## config.mk

```make
export PLATFORM = sky130hd
export DESIGN_NAME = rdv_comparator
export DESIGN_NICKNAME = d
export VERILOG_FILES = /design/src/rtl/rdv_pkg.sv /design/src/rtl/rdv_flit_match.sv /design/src/rtl/rdv_err_latch.sv /design/src/rtl/rdv_wait_ctr.sv /design/src/rtl/rdv_comparator.sv
export SDC_FILE = /design/constraint.sdc
export NUM_CORES = 1
export LEC_CHECK = 0
export BUFFER_PORTS_ARGS = -buffer_cell sky130_fd_sc_hd__buf_4
export CAP_MARGIN = 0
export CORE_AREA = 2 2 94 74
export DETAILED_ROUTE_END_ITERATION = 12
export DIE_AREA = 0 0 96 76
export PLACE_DENSITY_LB_ADDON = 0.12
export RECOVER_POWER = 50
export SYNTH_ARGS = -nofsm -noshare
export SYNTH_HDL_FRONTEND = slang
export SYNTH_SLANG_ARGS = --single-unit
export TNS_END_PERCENT = 30
```

## constraint.sdc

```tcl
create_clock -name clk -period 1.74 [get_ports clk]
set_input_delay 0.348 -clock clk [delete_from_list [all_inputs] [get_ports clk]]
set_output_delay 0.348 -clock clk [all_outputs]
set_load 0.05 [all_outputs]
```

## src/rtl/rdv_pkg.sv

```systemverilog
package rdv_pkg;

    typedef enum logic {
        PH_MEET = 1'b0,
        PH_BODY = 1'b1
    } rdv_phase_e;

    typedef struct packed {
        rdv_phase_e phase;
    } rdv_ctrl_s;

endpackage

```

## src/rtl/rdv_flit_match.sv

```systemverilog
module rdv_flit_match #(
    parameter int FLIT_W = 32,
    parameter int ID_W   = 8
) (
    input  logic [FLIT_W-1:0] m_data,
    input  logic [FLIT_W-1:0] r_data,
    input  logic              m_tail,
    input  logic              r_tail,
    input  logic              is_head,
    input  logic [ID_W-1:0]   mirror_id,
    output logic              mism
);
    localparam int SRC_LO = ID_W;
    localparam int SRC_HI = 2 * ID_W - 1;

    logic [FLIT_W-1:0] cmp_mask;
    logic              data_bad;
    logic              tail_bad;
    logic              src_bad;

    // the sender field is excluded from the comparison of head flits
    for (genvar b = 0; b < FLIT_W; b++) begin : g_mask
        if (b >= SRC_LO && b <= SRC_HI) begin : g_src
            assign cmp_mask[b] = ~is_head;
        end else begin : g_oth
            assign cmp_mask[b] = 1'b1;
        end
    end

    always_comb begin
        data_bad = |((m_data ^ r_data) & cmp_mask);
        tail_bad = m_tail ^ r_tail;
        src_bad  = is_head && (r_data[SRC_HI:SRC_LO] != mirror_id);
        mism     = data_bad | tail_bad | src_bad;
    end
endmodule

```

## src/rtl/rdv_err_latch.sv

```systemverilog
module rdv_err_latch (
    input  logic clk,
    input  logic rst_n,
    input  logic set,
    input  logic clr,
    output logic flag
);
    logic flag_d, flag_q;

    always_comb begin
        flag_d = flag_q;
        if (clr) flag_d = 1'b0;
        if (set) flag_d = 1'b1;
    end

    always_ff @(posedge clk or negedge rst_n) begin
        if (!rst_n) flag_q <= 1'b0;
        else        flag_q <= flag_d;
    end

    assign flag = flag_q;

    a_r8_hold_until_clear: assert property (@(posedge clk) disable iff (!rst_n)
        (flag_q && !clr) |=> flag_q);
    a_r8_set_wins: assert property (@(posedge clk) disable iff (!rst_n)
        set |=> flag_q);
    a_r8_clear_works: assert property (@(posedge clk) disable iff (!rst_n)
        (clr && !set) |=> !flag_q);
endmodule

```

## src/rtl/rdv_wait_ctr.sv

```systemverilog
module rdv_wait_ctr #(
    parameter int CNT_W = 16
) (
    input  logic             clk,
    input  logic             rst_n,
    input  logic             waiting,
    input  logic             meet,
    output logic [CNT_W-1:0] wait_len
);
    localparam logic [CNT_W-1:0] CNT_MAX = {CNT_W{1'b1}};

    typedef struct packed {
        logic [CNT_W-1:0] run;
        logic [CNT_W-1:0] last;
    } ctr_s;

    ctr_s st_d, st_q;

    always_comb begin
        st_d = st_q;
        if (meet) begin
            st_d.last = st_q.run;
            st_d.run  = '0;
        end else if (waiting && st_q.run != CNT_MAX) begin
            st_d.run = st_q.run + 1'b1;
        end
    end

    always_ff @(posedge clk or negedge rst_n) begin
        if (!rst_n) st_q <= '0;
        else        st_q <= st_d;
    end

    assign wait_len = st_q.last;

    a_r9_only_at_meet: assert property (@(posedge clk) disable iff (!rst_n)
        !meet |=> $stable(wait_len));
    a_r9_saturate: assert property (@(posedge clk) disable iff (!rst_n)
        (st_q.run == CNT_MAX && waiting && !meet) |=> st_q.run == CNT_MAX);
endmodule

```

## src/rtl/rdv_comparator.sv

```systemverilog
module rdv_comparator
    import rdv_pkg::*;
#(
    parameter int FLIT_W = 32,
    parameter int ID_W   = 8,
    parameter int CNT_W  = 16
) (
    input  logic              clk,
    input  logic              rst_n,
    input  logic              cfg_master,
    input  logic [ID_W-1:0]   cfg_mirror_id,
    input  logic              m_valid,
    output logic              m_ready,
    input  logic [FLIT_W-1:0] m_data,
    input  logic              m_head,
    input  logic              m_tail,
    input  logic              r_valid,
    output logic              r_ready,
    input  logic [FLIT_W-1:0] r_data,
    input  logic              r_head,
    input  logic              r_tail,
    output logic              o_valid,
    input  logic              o_ready,
    output logic [FLIT_W-1:0] o_data,
    output logic              o_head,
    output logic              o_tail,
    input  logic              err_clr,
    output logic              err_flag,
    output logic [CNT_W-1:0]  wait_cycles
);
    rdv_ctrl_s ctrl_d, ctrl_q;

    logic meet_ph;
    logic pair_ok;
    logic pair_fire;
    logic drain_m, drain_r;
    logic one_head;
    logic mism;

    always_comb begin
        meet_ph   = (ctrl_q.phase == PH_MEET);
        // while waiting, only a head on both sides forms a pair
        pair_ok   = !meet_ph || (m_head && r_head);
        pair_fire = cfg_master && m_valid && r_valid && o_ready && pair_ok;
        // leftover body flits seen while waiting for heads are discarded
        drain_m   = cfg_master && meet_ph && m_valid && !m_head;
        drain_r   = cfg_master && meet_ph && r_valid && !r_head;
        one_head  = cfg_master && meet_ph &&
                    ((m_valid && m_head) != (r_valid && r_head));

        if (cfg_master) begin
            o_valid = m_valid && r_valid && pair_ok;
            o_data  = m_data;
            o_head  = m_head;
            o_tail  = m_tail || r_tail;
            m_ready = pair_fire || drain_m;
            r_ready = pair_fire || drain_r;
        end else begin
            o_valid = m_valid;
            o_data  = m_data;
            o_head  = m_head;
            o_tail  = m_tail;
            m_ready = o_ready;
            r_ready = 1'b0;
        end

        ctrl_d = ctrl_q;
        if (!cfg_master) begin
            ctrl_d.phase = PH_MEET;
        end else if (pair_fire) begin
            ctrl_d.phase = (m_tail || r_tail) ? PH_MEET : PH_BODY;
        end
    end

    always_ff @(posedge clk or negedge rst_n) begin
        if (!rst_n) ctrl_q <= '{phase: PH_MEET};
        else        ctrl_q <= ctrl_d;
    end

    rdv_flit_match #(
        .FLIT_W (FLIT_W),
        .ID_W   (ID_W)
    ) match_i (
        .m_data    (m_data),
        .r_data    (r_data),
        .m_tail    (m_tail),
        .r_tail    (r_tail),
        .is_head   (meet_ph),
        .mirror_id (cfg_mirror_id),
        .mism      (mism)
    );

    rdv_err_latch err_i (
        .clk   (clk),
        .rst_n (rst_n),
        .set   (pair_fire && mism),
        .clr   (err_clr),
        .flag  (err_flag)
    );

    rdv_wait_ctr #(
        .CNT_W (CNT_W)
    ) wait_i (
        .clk      (clk),
        .rst_n    (rst_n),
        .waiting  (one_head),
        .meet     (pair_fire && meet_ph),
        .wait_len (wait_cycles)
    );

    a_r2_pair_only: assert property (@(posedge clk) disable iff (!rst_n)
        (cfg_master && o_valid && o_ready) |-> (m_ready && r_ready));
    a_r6_flag_follows: assert property (@(posedge clk) disable iff (!rst_n)
        (pair_fire && mism) |=> err_flag);
    a_r10_mirror_held: assert property (@(posedge clk) disable iff (!rst_n)
        !cfg_master |-> !r_ready);
    a_r10_err_unchanged: assert property (@(posedge clk) disable iff (!rst_n)
        (!cfg_master && !err_clr) |=> $stable(err_flag));
    a_r11_heads_first: assert property (@(posedge clk) disable iff (!rst_n)
        (cfg_master && meet_ph && o_valid) |-> (m_head && r_head));
endmodule

```

# After elaboration in Yosys (flattened, before gate mapping)
# Cells that the tools add are included.
dict set report op_classes {
  n_eq_ne 4
  n_addsub 1
  bitwise_logic 6
  n_reduce_logical 28
  muxes 11
}
# operator count
set ops {}
lappend ops {{AND 32 bit} 1}
lappend ops {{two-way mux 16 bit} 2}
lappend ops {{OR reduction 32 bit} 1}
lappend ops {{XOR 32 bit} 1}
lappend ops {{logical AND 1 bit} 19}
lappend ops {{adder 16 x 1 -> 16 bit, second input constant} 1}
lappend ops {{inequality test 16 bit, second input constant} 1}
lappend ops {{two-way mux 1 bit} 9}
lappend ops {{inequality test 8 bit} 1}
lappend ops {{logical OR 1 bit} 4}
lappend ops {{nonzero test 2 bit} 2}
lappend ops {{zero test 1 bit} 2}
lappend ops {{inequality test 2 x 1 -> 1 bit, second input constant} 1}
lappend ops {{bitwise OR 1 bit} 2}
lappend ops {{inequality test 1 bit} 1}
lappend ops {{inverter 1 bit} 1}
lappend ops {{XOR 1 bit} 1}
dict set report word_totals {
  ff_bits 34
  word_cells 54
  out_inout_bits 54
  input_bits 83
}

# Logic depth before layout (Yosys ltp)
dict set report logic_depth {
  depth_word 7
  depth_mapped 6
  mapped_depth_nobuf 6
}

# Cells and area by module
# A second synthesis with hierarchy kept.
dict set report hier_totals {
  hier_cells 262
  area_unflattened_um2 2533.7
}
# module cells_each instances seq_area_each_um2 area_each_um2
set by_module_without_submodules {}
lappend by_module_without_submodules {rdv_wait_ctr 144 1 800.8 1609.0}
lappend by_module_without_submodules {rdv_flit_match 58 1 0.0 455.4}
lappend by_module_without_submodules {rdv_comparator 57 1 25.0 432.9}
lappend by_module_without_submodules {rdv_err_latch 3 1 25.0 36.3}

# Worst setup path before layout
# OpenSTA, ideal clock, no wires.
dict set report synth_path {
  kind {input to output}
  start {input port m_tail}
  end {output port o_tail}
  path_buffers 0
  required_ns 1.392
  path_slack_ns -0.001
  stages 3
  arrival_time_ns 1.393
  path_cell_list {inv_1 > ha_1 > mux2i_1}
}
dict set report synth_via {
  elab_chain_cells 2
}
# item line
set synth_lines {}
lappend synth_lines {{from (decl)} rdv_comparator.sv:16} ;# input logic m_tail,
lappend synth_lines {{logical OR 1 bit} rdv_comparator.sv:55} ;# o_tail = m_tail || r_tail;
lappend synth_lines {{two-way mux 1 bit *} rdv_comparator.sv:51} ;# if (cfg_master) begin
lappend synth_lines {{to (decl)} rdv_comparator.sv:26} ;# output logic o_tail,
# Mark *: on every way between the ends. The rest lies on a longest branch, timed or not.

# Worst setup path after layout
dict set report layout_path {
  start {register ctrl_q}
  end {output port r_ready}
}
dict set report layout_via {
  elab_chain_cells 6
  word_cells_on_any_way 8
  cone_classes {mux (1); bitwise (1); reduce/logical (6)}
}
# item line
set layout_lines {}
lappend layout_lines {{from (decl)} rdv_comparator.sv:31} ;# rdv_ctrl_s ctrl_d, ctrl_q;
lappend layout_lines {{from (signal assigned)} rdv_comparator.sv:76} ;# if (!rst_n) ctrl_q <= '{phase: PH_MEET};
lappend layout_lines {{from (signal assigned)} rdv_comparator.sv:77} ;# else ctrl_q <= ctrl_d;
lappend layout_lines {{inverter 1 bit} rdv_comparator.sv:41} ;# meet_ph = (ctrl_q.phase == PH_MEET);
lappend layout_lines {{logical AND 1 bit (3 in series)} rdv_comparator.sv:47} ;# drain_r = cfg_master && meet_ph && r_valid && !r_head;
lappend layout_lines {{logical OR 1 bit *} rdv_comparator.sv:57} ;# r_ready = pair_fire || drain_r;
lappend layout_lines {{two-way mux 1 bit *} rdv_comparator.sv:51}
lappend layout_lines {{to (decl)} rdv_comparator.sv:18} ;# output logic r_ready,
# Marked as above.

==> impl_metrics.env <==
export IMPL_status="complete, but fails checks"
export IMPL_violations="negative setup slack"
export IMPL_critPathMaxFanout=4
export IMPL_hold_slack_ns=0.171
export IMPL_grt_busiest_layer="met2"
export IMPL_n_antenna_cell=0
export IMPL_hold_viol_final=0
export IMPL_async_flop_share=1.00
export IMPL_post_synth_num_cell_types=46
export IMPL_fp_dieW_um=96
export IMPL_cp_end_kind="output pin"
export IMPL_antenna_found_initial=0
export IMPL_cp_data_required_time_ns=1.39
export IMPL_drt_pass1_iter_count=4
export IMPL_grt_pass1_wl_um=10900
export IMPL_grt_overflow=0
export IMPL_finalSetupViolations=4
export IMPL_htreeDepth=2
export IMPL_syn_to_final_growth_pct=39.6
export IMPL_worst_r2r_cell_count=6
export IMPL_p_per_area_nw_per_um2=715
export IMPL_tightest_slew_ns=0.881
export IMPL_power_leakage_uw=0.00177
export IMPL_p_sw_frac=0.379
export IMPL_period_share=1.02
export IMPL_fin_crit_ns=1.77
export IMPL_syn_cell_area_um2=2600
export IMPL_rsz0062_at_grt="true"
export IMPL_seq_area_um2=856
export IMPL_gp_congestion=0.821
export IMPL_wl_per_cell_um=13.5
export IMPL_rr_endpoint="wait_i.st_q[28]"
export IMPL_dr_first_iter_drc_count=71
export IMPL_synth_area_leaders="dfrtp_1 33%, buf_4 14%, xor2_1 9.8%"
export IMPL_dieArea_um2=7300
export IMPL_synth_warnings=0
export IMPL_yosys_register_bits=34
export IMPL_dp_hpwl_um=5310
export IMPL_dieHeight_um=76
export IMPL_fin_nets=491
export IMPL_num_vias=2376
export IMPL_drc=0
export IMPL_synth_area_per_cell_um2=8.86
export IMPL_synth_ff_type="dfrtp_1"
export IMPL_netlist_instances=293
export IMPL_met1_usage=0.256
export IMPL_numCtsBuffers=5
export IMPL_maxCapViolations=0
export IMPL_fillerInstances=625
export IMPL_switchingPower_uw=983
export IMPL_cts_tree="yes"
export IMPL_viasPerCell=4.86
export IMPL_grt_pass1_vias=2355
export IMPL_timing_rr_start="ctrl_q"
export IMPL_synth_nets=378
export IMPL_drive_above_1_share=0.432
export IMPL_core_area_um2=6470
export IMPL_worstSetupStartpointType="flop"
export IMPL_fmax_mhz=564
export IMPL_hold_class="primary input to asynchronous set/reset pin"
export IMPL_cts_path_max_buffers=2
export IMPL_clk_pin_slew_ns=0.07
export IMPL_p_int_uw=1610
export IMPL_finalPower_uw=2590
export IMPL_worstSkewPairLatency_ns=0.29
export IMPL_critPathKind="flop to output pin"
export IMPL_io_buffers=136
export IMPL_clkSinkCount=34
export IMPL_synth_seq_area_share=0.328
export IMPL_slew_headroom=0.413
export IMPL_regToRegSetupSlack_ns=-0.02
export IMPL_grt_util_met2=0.302
export IMPL_synth_top_area_frac=0.328
export IMPL_critPathArrivalTime_ns=1.43
export IMPL_p_comb_frac=0.400
export IMPL_clock_power_share=0.226
export IMPL_row_count=26
export IMPL_routed_wl_um=6600
export IMPL_synth_edf_count=0
export IMPL_initial_core_util=0.401
export IMPL_grt_usage=0.187
export IMPL_ant_nets=0
export IMPL_grt_max_degree=35
export IMPL_synth_area_leader_cell="dfrtp_1"
export IMPL_grt_met3_usage=0.0406
export IMPL_io_pins=137
export IMPL_cts_root_buf="clkbuf_8"
export IMPL_drv_slew=0
export IMPL_vdd_ir_drop_max_mv=0.426
export IMPL_worst_slack_ns=-0.0341
export IMPL_p_seq_frac=0.374
export IMPL_multi_input_area_um2=1370
export IMPL_skew_ns=0.00507
==> stage by stage <==
stage / setup WS (ns) / TNS, ns / utilization / cell area, um^2 / cells
final: -0.0341 / -0.0860 / 0.560 / 3620 / 489
after global routing: -0.0895 / -0.537 / 0.560 / 3620 / 489
after CTS: -0.0329 / -0.0698 / 0.563 / 3650 / 488
after detailed placement: -0.0468 / -0.0468 / 0.540 / 3500 / 478
after global placement: 0.00366 / 0 / 0.540 / 3500 / 478
after floorplan: 0.0755 / 0 / - / 2600 / 293
==> per-layer routing <==
layer	share of wire	up-vias	routed length, um
li1	-	1187	-
met1	0.44	1119	2930
met2	0.50	63	3280
met3	0.051	7	335
met4	0.0088	0	58
met5	0	-	0
==> logic make-up (layout without fill, tap and decap cells) <==
kind of cell    count (synthesis)  after routing  synth area share
mux                             4              4            0.0154
flops                          34             34             0.328
buf+inv                        66            178             0.173
compound gates                 35             35            0.0954
xor+xnor                       42             42             0.149
fa+ha+maj                       2              2           0.00964
simple gates                  110            110             0.229
==> synth_stat cells (5+ instances only) <==
cell type,count
buf_4,50
xor2_1,29
nand2_1,53
buf_2,5
nand3_1,7
nor2_1,6
nand4_1,5
nor3_1,5
inv_1,9
a21oi_1,6
nor4_1,7
xnor2_1,12
dfrtp_1,34
o21ai_0,7
==> critical path, stage by stage (launching register included) <==
cell and delay, ns:
dfrtp_2 0.45, a21oi_4 0.16, buf_6 0.12, nor3_2 0.04, a31o_2 0.21, buf_6 0.15
==> sequential cells by signal, indices dropped and copies added (netlist names) <==
| register | count |
|---|---|
| wait_i.st_q | 16 |
| ctrl_q | 1 |
| err_i.flag | 1 |
| wait_i.wait_len | 16 |
==> layout make-up <==
class / instances / share of cell area
clock buffer: 6 / 0.0228
inverter: 9 / 0.00932
multi-input combinational: 193 / 0.378
sequential: 34 / 0.236
tap: 84 / 0.0290
timing repair buffer: 163 / 0.325
==> worst max-delay path by stage <==
stage / cells after the start / startpoint / endpoint / slack [ns]
after floorplan: 2 / ctrl_q / o_valid / 0.08
after global placement: 6 / r_valid / wait_i.st_q[25] / 0.004
after detailed placement: 6 / r_valid / wait_i.st_q[25] / -0.05
after CTS: 5 / ctrl_q / r_ready / -0.03
after global routing: 5 / ctrl_q / r_ready / -0.09
final: 5 / ctrl_q / r_ready / -0.03
==> timing repair <==
action                     in CTS  in global routing
gates cloned                    0                  0
setup endpoints to repair       2                 15
gates resized for setup        10                 13
pin swaps                       1                  1
hold buffers                    0                  0
setup buffers                   4                  1
==> cell usage in the layout (no fill, tap or decap), drive strengths merged, types with 6 or more instances in the layout <==
| master | synthesis | final |
|---|---|---|
| a21oi | 7 | 7 |
| buf | 56 | 141 |
| clkbuf | 1 | 28 |
| dfrtp | 34 | 34 |
| inv | 9 | 9 |
| nand2 | 53 | 53 |
| nand3 | 9 | 9 |
| nand4 | 9 | 9 |
| nor2 | 6 | 6 |
| nor3 | 6 | 6 |
| nor4 | 8 | 8 |
| o21ai | 7 | 7 |
| xnor2 | 12 | 12 |
| xor2 | 30 | 30 |
==> power groups by stage <==
stage	sequential (uW)	clock, uW	combinational (uW)
2_1_floorplan	960	0	700
3_3_place_gp	967	0	1030
3_5_place_dp	970	0	1040
4_1_cts	956	601	1050
5_1_grt	983	640	1120
6_report	970	586	1040
(Power assumes the default switching activity.)
